`src/rtl/tsc_pkg.sv`:
```
package tsc_pkg;

  localparam int BYTE_W = 8;
  localparam int SEL_W  = 2;

  // port select codes
  localparam logic [SEL_W-1:0] SEL_CMD  = 2'd0;
  localparam logic [SEL_W-1:0] SEL_DATA = 2'd1;
  localparam logic [SEL_W-1:0] SEL_AUX  = 2'd2;
  localparam logic [SEL_W-1:0] SEL_CTL  = 2'd3;

  // timer-control bit positions
  localparam int CTL_VIEW   = 0;
  localparam int CTL_DIRQ   = 1;
  localparam int CTL_T1IE   = 2;
  localparam int CTL_T2IE   = 3;
  localparam int CTL_AUXIE  = 5;

  // timer-data mask bits
  localparam int TD_T1MASK  = 6;
  localparam int TD_T2MASK  = 5;

  localparam logic [BYTE_W-1:0] TMR_CMD_CODE = 8'h04;
  localparam logic [BYTE_W-1:0] DIRQ_VALUE   = 8'h10;
  localparam logic [BYTE_W-1:0] T1_FLAGS     = 8'hC0;
  localparam logic [BYTE_W-1:0] T2_FLAGS     = 8'hA0;
  localparam logic [BYTE_W-1:0] CMD_KEEP     = 8'h1F;

  typedef struct packed {
    logic [BYTE_W-1:0] ts;
    logic [BYTE_W-1:0] is;
  } flags_t;

  function automatic flags_t ctl_write_clear(flags_t f, logic [BYTE_W-1:0] c);
    flags_t r = f;
    if (!c[CTL_AUXIE]) r.ts[4:3] = 2'b00;
    if (!c[CTL_DIRQ])  r.ts[0]   = 1'b0;
    if (!(r.ts[4] | r.ts[3] | r.ts[0])) r.is[4] = 1'b0;
    if (!c[CTL_T1IE]) begin r.ts[2] = 1'b0; r.is[2] = 1'b0; end
    if (!c[CTL_T2IE]) begin r.ts[1] = 1'b0; r.is[3] = 1'b0; end
    return r;
  endfunction

  function automatic flags_t start_apply(flags_t f, logic [BYTE_W-1:0] td,
                                         logic [BYTE_W-1:0] c, logic s1, logic s2);
    flags_t r = f;
    if (s1) begin
      if (!td[TD_T1MASK]) r.ts = r.ts | T1_FLAGS;
      if (c[CTL_T1IE]) begin r.ts[2] = 1'b1; r.is[2] = 1'b1; end
    end
    if (s2) begin
      if (!td[TD_T2MASK]) r.ts = r.ts | T2_FLAGS;
      if (c[CTL_T2IE]) begin r.ts[1] = 1'b1; r.is[3] = 1'b1; end
    end
    return r;
  endfunction

  function automatic logic [BYTE_W-1:0] status_view(logic [BYTE_W-1:0] c,
                                                    logic [BYTE_W-1:0] ts,
                                                    logic [BYTE_W-1:0] legacy);
    return c[CTL_VIEW] ? ts : legacy;
  endfunction

endpackage

```
`src/rtl/tsc_port_decode.sv`:
```
module tsc_port_decode
  import tsc_pkg::*;
#(
  parameter logic [BYTE_W-1:0] CMD_CODE = TMR_CMD_CODE
) (
  input  logic              wr,
  input  logic [SEL_W-1:0]  sel,
  input  logic [BYTE_W-1:0] wdata,
  input  logic [BYTE_W-1:0] cmd_q,
  input  logic [BYTE_W-1:0] ctl_q,
  output logic              cmd_wr,
  output logic              aux_wr,
  output logic              ctl_wr,
  output logic              tcmd_clr,
  output logic              tcmd_load,
  output logic              plain_wr
);
  logic data_wr;
  logic tcmd_mode;

  always_comb begin
    cmd_wr    = wr && (sel == SEL_CMD);
    data_wr   = wr && (sel == SEL_DATA);
    aux_wr    = wr && (sel == SEL_AUX);
    ctl_wr    = wr && (sel == SEL_CTL);
    tcmd_mode = (cmd_q == CMD_CODE) && !ctl_q[CTL_VIEW];
    tcmd_clr  = data_wr && tcmd_mode && wdata[BYTE_W-1];
    tcmd_load = data_wr && tcmd_mode && !wdata[BYTE_W-1];
    plain_wr  = data_wr && !tcmd_mode;
  end
endmodule

```
`src/rtl/tsc_flag_engine.sv`:
```
module tsc_flag_engine
  import tsc_pkg::*;
(
  input  logic              clk,
  input  logic              rst,
  input  logic              tcmd_clr,
  input  logic              plain_wr,
  input  logic              ctl_wr,
  input  logic [BYTE_W-1:0] wdata,
  input  logic [BYTE_W-1:0] ctl_q,
  input  logic [BYTE_W-1:0] ctl_nxt,
  input  logic [BYTE_W-1:0] td_nxt,
  input  logic              t1_start,
  input  logic              t2_start,
  output logic [BYTE_W-1:0] ts_q,
  output logic [BYTE_W-1:0] is_q,
  output logic              irq_q
);
  flags_t f_now, f_wr, f_nxt;
  logic   ev_plain_irq;

  assign ev_plain_irq = plain_wr && ctl_q[CTL_DIRQ];

  always_comb begin
    f_now = '{ts: ts_q, is: is_q};
    f_wr  = f_now;
    if (tcmd_clr) f_wr.ts = f_wr.ts & CMD_KEEP;
    if (ev_plain_irq) begin
      f_wr.ts[0] = 1'b1;
      f_wr.is    = DIRQ_VALUE;
    end
    if (ctl_wr) f_wr = ctl_write_clear(f_wr, wdata);
    f_nxt = start_apply(f_wr, td_nxt, ctl_nxt, t1_start, t2_start);
  end

  always_ff @(posedge clk) begin
    if (rst) begin
      ts_q  <= '0;
      is_q  <= '0;
      irq_q <= 1'b0;
    end else begin
      ts_q  <= f_nxt.ts;
      is_q  <= f_nxt.is;
      irq_q <= |f_nxt.is;
    end
  end

  // a timer command with bit 7 clears the top three status bits
  a_r3_cmd_clears_top: assert property (@(posedge clk) disable iff (rst)
    tcmd_clr && !t1_start && !t2_start |=> ts_q[7:5] == 3'b000);

  // enabled plain write raises status bit 0 and interrupt bit 4
  a_r4_plain_irq: assert property (@(posedge clk) disable iff (rst)
    plain_wr && ctl_q[CTL_DIRQ] |=> ts_q[0] && is_q[4]);

  // dropping the timer 1 enable clears its flags when no pulse competes
  a_r6_t1_disable: assert property (@(posedge clk) disable iff (rst)
    ctl_wr && !wdata[CTL_T1IE] && !t1_start |=> !ts_q[2] && !is_q[2]);

  // an enabled timer 1 start sets its non-maskable flags
  a_r7_t1_set: assert property (@(posedge clk) disable iff (rst)
    t1_start && ctl_nxt[CTL_T1IE] |=> ts_q[2] && is_q[2]);

  // an enabled timer 2 start sets its non-maskable flags
  a_r8_t2_set: assert property (@(posedge clk) disable iff (rst)
    t2_start && ctl_nxt[CTL_T2IE] |=> ts_q[1] && is_q[3]);

  // an unmasked timer 2 start sets bits 7 and 5
  a_r8_t2_maskable: assert property (@(posedge clk) disable iff (rst)
    t2_start && !td_nxt[TD_T2MASK] |=> ts_q[7] && ts_q[5]);

  // the interrupt line tracks the status byte
  a_r9_irq_level: assert property (@(posedge clk) disable iff (rst)
    1'b1 |=> irq_q == (|is_q));
endmodule

```
`src/rtl/tsc_read_mux.sv`:
```
module tsc_read_mux
  import tsc_pkg::*;
(
  input  logic [SEL_W-1:0]  rsel,
  input  logic [BYTE_W-1:0] ctl_q,
  input  logic [BYTE_W-1:0] ts_q,
  input  logic [BYTE_W-1:0] legacy_q,
  input  logic [BYTE_W-1:0] pdata_q,
  input  logic [BYTE_W-1:0] cmd_q,
  output logic [BYTE_W-1:0] rdata
);
  always_comb begin
    unique case (rsel)
      SEL_CMD:  rdata = status_view(ctl_q, ts_q, legacy_q);
      SEL_DATA: rdata = pdata_q;
      SEL_AUX:  rdata = cmd_q;
      default:  rdata = ctl_q;
    endcase
  end
endmodule

```
`src/rtl/tsc_top.sv`:
```
module tsc_top
  import tsc_pkg::*;
#(
  parameter logic [BYTE_W-1:0] CMD_CODE = TMR_CMD_CODE
) (
  input  logic              clk,
  input  logic              rst,
  input  logic              bus_wr,
  input  logic [SEL_W-1:0]  bus_sel,
  input  logic [BYTE_W-1:0] bus_wdata,
  input  logic [SEL_W-1:0]  bus_rsel,
  output logic [BYTE_W-1:0] bus_rdata,
  input  logic              t1_start,
  input  logic              t2_start,
  output logic [BYTE_W-1:0] irq_stat,
  output logic              irq
);
  logic [BYTE_W-1:0] cmd_q, pdata_q, td_q, legacy_q, ctl_q;
  logic [BYTE_W-1:0] ctl_nxt, td_nxt, ts_q, is_q;
  logic cmd_wr, aux_wr, ctl_wr, tcmd_clr, tcmd_load, plain_wr;

  tsc_port_decode #(.CMD_CODE(CMD_CODE)) u_dec (
    .wr(bus_wr), .sel(bus_sel), .wdata(bus_wdata),
    .cmd_q(cmd_q), .ctl_q(ctl_q),
    .cmd_wr(cmd_wr), .aux_wr(aux_wr), .ctl_wr(ctl_wr),
    .tcmd_clr(tcmd_clr), .tcmd_load(tcmd_load), .plain_wr(plain_wr)
  );

  assign ctl_nxt = ctl_wr    ? bus_wdata : ctl_q;
  assign td_nxt  = tcmd_load ? bus_wdata : td_q;

  always_ff @(posedge clk) begin
    if (rst) begin
      cmd_q    <= '0;
      pdata_q  <= '0;
      td_q     <= '0;
      legacy_q <= '0;
      ctl_q    <= '0;
    end else begin
      if (cmd_wr)   cmd_q    <= bus_wdata;
      if (plain_wr) pdata_q  <= bus_wdata;
      if (aux_wr)   legacy_q <= bus_wdata;
      td_q  <= td_nxt;
      ctl_q <= ctl_nxt;
    end
  end

  tsc_flag_engine u_flags (
    .clk(clk), .rst(rst),
    .tcmd_clr(tcmd_clr), .plain_wr(plain_wr), .ctl_wr(ctl_wr),
    .wdata(bus_wdata), .ctl_q(ctl_q), .ctl_nxt(ctl_nxt), .td_nxt(td_nxt),
    .t1_start(t1_start), .t2_start(t2_start),
    .ts_q(ts_q), .is_q(is_q), .irq_q(irq)
  );

  tsc_read_mux u_rd (
    .rsel(bus_rsel), .ctl_q(ctl_q), .ts_q(ts_q), .legacy_q(legacy_q),
    .pdata_q(pdata_q), .cmd_q(cmd_q), .rdata(bus_rdata)
  );

  assign irq_stat = is_q;

  // the cycle after reset everything reads back as zero
  a_r1_reset_clear: assert property (@(posedge clk)
    $past(rst) |-> (is_q == '0) && !irq && (ctl_q == '0) && (ts_q == '0));

  // a timer command never disturbs the plain data byte
  a_r3_plain_kept: assert property (@(posedge clk) disable iff (rst)
    (tcmd_clr || tcmd_load) |=> $stable(pdata_q));
endmodule

```
`config.mk`:
```
export PLATFORM = sky130hd
export DESIGN_NAME = tsc_top
export DESIGN_NICKNAME = d
export VERILOG_FILES = /design/src/rtl/tsc_pkg.sv /design/src/rtl/tsc_port_decode.sv /design/src/rtl/tsc_flag_engine.sv /design/src/rtl/tsc_read_mux.sv /design/src/rtl/tsc_top.sv
export SDC_FILE = /design/constraint.sdc
export NUM_CORES = 1
export LEC_CHECK = 0
export BUFFER_PORTS_ARGS = -buffer_cell sky130_fd_sc_hd__buf_2
export CORE_MARGIN = 5
export CORE_UTILIZATION = 40
export DETAILED_ROUTE_END_ITERATION = 6
export GPL_TIMING_DRIVEN = 1
export SLEW_MARGIN = 20
export SYNTH_ARGS = -nofsm -noshare
export SYNTH_HDL_FRONTEND = slang
export SYNTH_SLANG_ARGS = --single-unit
```
`constraint.sdc`:
```
create_clock -name clk -period 1.62 [get_ports clk]
set_input_delay 0.081 -clock clk [delete_from_list [all_inputs] [get_ports clk]]
set_output_delay 0.081 -clock clk [all_outputs]
set_load 0.005 [all_outputs]
```
==> results.ini <==
[global_route]
grt_start_max_net_pins = 21
number_of_antenna_violations_at_the_first_check_in_global_routing = 0
grt_pass1_vias = 1771
overflow_after_grt = 0
wire_length_of_the_first_global_routing_pass_um = 9432
globalRouteTotalUtil = 0.1670

[sta]
timing.final.ws_setup_ps = -166.8
report.final.setup_viol = 19
max_slew.worst_pin.slew_ps = 378.5
report.final.slew_viol_count = 0
grt_setup_unrepaired = yes
max_clock_freq_ghz = 0.5597
timing.max_slew.rel_slack = 0.7477
timing.clock.skew_ps = 4.017
final_min_period_over_clock_period = 1.103
final.min_clock_period_ps = 1787
timing.final.hold_violations = 0
finalSetupTns_ps = -1858
worst_hold_slack_ps = 43.27

[job]
max-cap-violations = 0

[yosys]
post-synth-top-area-fraction = 0.4551
syn_nets = 240
synth_area_um2 = 2243
synth-edff-count = 0
yosys_register_bits = 51
synth_flop_cell = dfxtp_1
synth-async-reset-ratio = 0
syn-mean-instance-area_um2 = 10.06
post_synth_num_cell_types = 39
yosys_warnings = 0
synthDominantAreaCellType = dfxtp_1
ys_seq_area_frac = 0.4551
netlist_instances = 223
synth_area_leaders = dfxtp_1, mux2i_1, mux4_2

[route]
wl_cell_um = 16.53
num_vias = 1794
route.antenna.remaining_nets = 0
dr_wl_met2_um = 2713
route.detailed.drc = 0
route.met3.wl_um = 219
first_pass_iters = 4
route.detailed.vias_per_inst = 5.111
drt_wl_total_um = 5802
drt_first_iter_violations = 118
highest-signal-layer = met4
route.layer.met1.wl_um = 2757

[worst_setup_path]
rr_startpoint = ctl_q[0]
reg_to_reg_critical_path_endpoint = u_flags.irq_q
r2r_setup_slack_ps = -170
worst-path-max-fanout = 3
worst_ep_required_time_ps = 1810
rr_worst_depth = 6
end_kind = flop
cp_data_arrival_time_ps = 1970
setup.worst_path.start_class = flop
criticalPathCategory = flop to flop

[clock_tree]
cts-buffers-inserted = 5
numClockSinks = 51
worst_skew_pair.late_latency_ps = 310
root_buffer = clkbuf_8
clockBufferDepth = 2
post_cts_hold_buffer_count = 0
worst_setup_hold_path_clk_slew_ps = 90
htree_num_levels = 2
tritoncts = yes

[status]
failed_checks = setup timing
status = finished with violations

[hold_path]
hold_class = input pin to flop
hold_path_depth = 3
min_to = ctl_q[4]
min-delay-start = bus_wdata[4]

[floorplanning]
die_area_um2 = 7206
starting_utilization_of_the_core_area = 0.4099
design.portCount = 34
std_cell_rows = 27
fp.dieW_um = 84.89
core_area_um2 = 5473
fp.dieH_um = 84.89

[power]
leakage_nw = 1.231
pwr_density_cell_nw_per_um2 = 806.8
power.ir.vdd_worst_v = 0.0005155

[layout]
drive_gt1_frac = 0.3477
utilization = 0.5274
multi_input_comb_area_um2 = 1234
layout.filler_cells = 525
nNetsFinal = 297
layout.cells.most_common = dfxtp_1
area_growth_syn_to_layout_pct = 28.67
register_area_um2 = 1030
layout.cells.most_common_list = dfxtp_1, nor2_1, buf_2
antenna_cells_inserted = 0

[placement]
dp_slack_ps = -24.28
globalplace.congestion = 0.7611
io_buffer_count = 33
hpwl_um = 4042

[kinds of logic (layout without fill, tap and decap cells)]
kind of cell,count (synthesis),after routing,share of synthesized area
simple gates,82,82,0.1868
flops,51,51,0.4551
mux,42,42,0.2320
compound gates,31,31,0.09649
buf+inv,17,73,0.02956
[state kept, by name, indices dropped and copies added (netlist names)]
signal and cells:
u_flags.is_q 8, u_flags.irq_q 1, td_q 2, legacy_q 8, u_flags.ts_q 8, cmd_q 8
pdata_q 8, ctl_q 8
[power by group]
group          total, W  internal, W  switching, W
clock network  0.000697     0.000288      0.000409
registers       0.00132      0.00129     0.0000260
logic          0.000314     0.000152      0.000162
total           0.00233      0.00173      0.000597
[layout make-up]
cell class,instances,share of cell area
Timing Repair Buffer,62,0.1517
Clock inverter,1,0.002601
Sequential cell,51,0.3567
Multi-Input combinational cell,155,0.4274
Tap cell,72,0.03121
Clock buffer,5,0.02384
Inverter,5,0.006502
[how the worst max path moves through the flow]
stage	cells past startpoint	start	slack [ps]	end
2_1_floorplan	4	cmd_q[6]	-80	u_flags.irq_q
3_3_place_gp	6	cmd_q[2]	-40	pdata_q[4]
3_5_place_dp	4	cmd_q[6]	-20	u_flags.irq_q
4_1_cts	4	ctl_q[0]	-180	bus_rdata[5]
5_1_grt	6	ctl_q[0]	-230	u_flags.irq_q
6_report	6	ctl_q[0]	-170	u_flags.irq_q
[per-stage QoR]
step,instance area (um^2),std cells,power [W]
2_1_floorplan,2245,223,0.001496
3_3_place_gp,2658,341,0.001628
3_5_place_dp,2658,341,0.001632
4_1_cts,2825,350,0.002344
5_1_grt,2887,351,0.002435
6_report,2887,351,0.002329
[per-layer routing]
layer,up-vias,global-route usage
li1,906,-
met1,842,0.2382
met2,37,0.2512
met3,9,0.02816
met4,0,0.06619
met5,-,0
[synthesized netlist by cell type (2+ instances only)]
library cell and count:
dfxtp_1 51, nor2_1 33, mux2i_1 28, nand2_1 20, a21oi_1 10, and2_1 8, o21ai_0 8, clkbuf_1 7
mux2_2 7, mux4_2 6, inv_1 5, buf_1 3, nand3_1 3, buf_2 2, nand3b_1 2, nand4_1 2
nor2b_1 2, nor3b_1 2, o211ai_1 2, o32ai_1 2, or4_1 2
[worst max-delay path, cell delays in order, from the launching register on]
cell and delay [ps]:
dfxtp_4 360, buf_4 130, buf_6 110, nor3b_4 260, a31oi_4 130, o21a_1 190, or4_1 480
[repair_timing]
action	CTS	global route
setup buffers	3	1
endpoints found under the setup margin	12	26
pin swaps	2	8
resized for setup	18	13
Power figures use the tool's default switching activity.
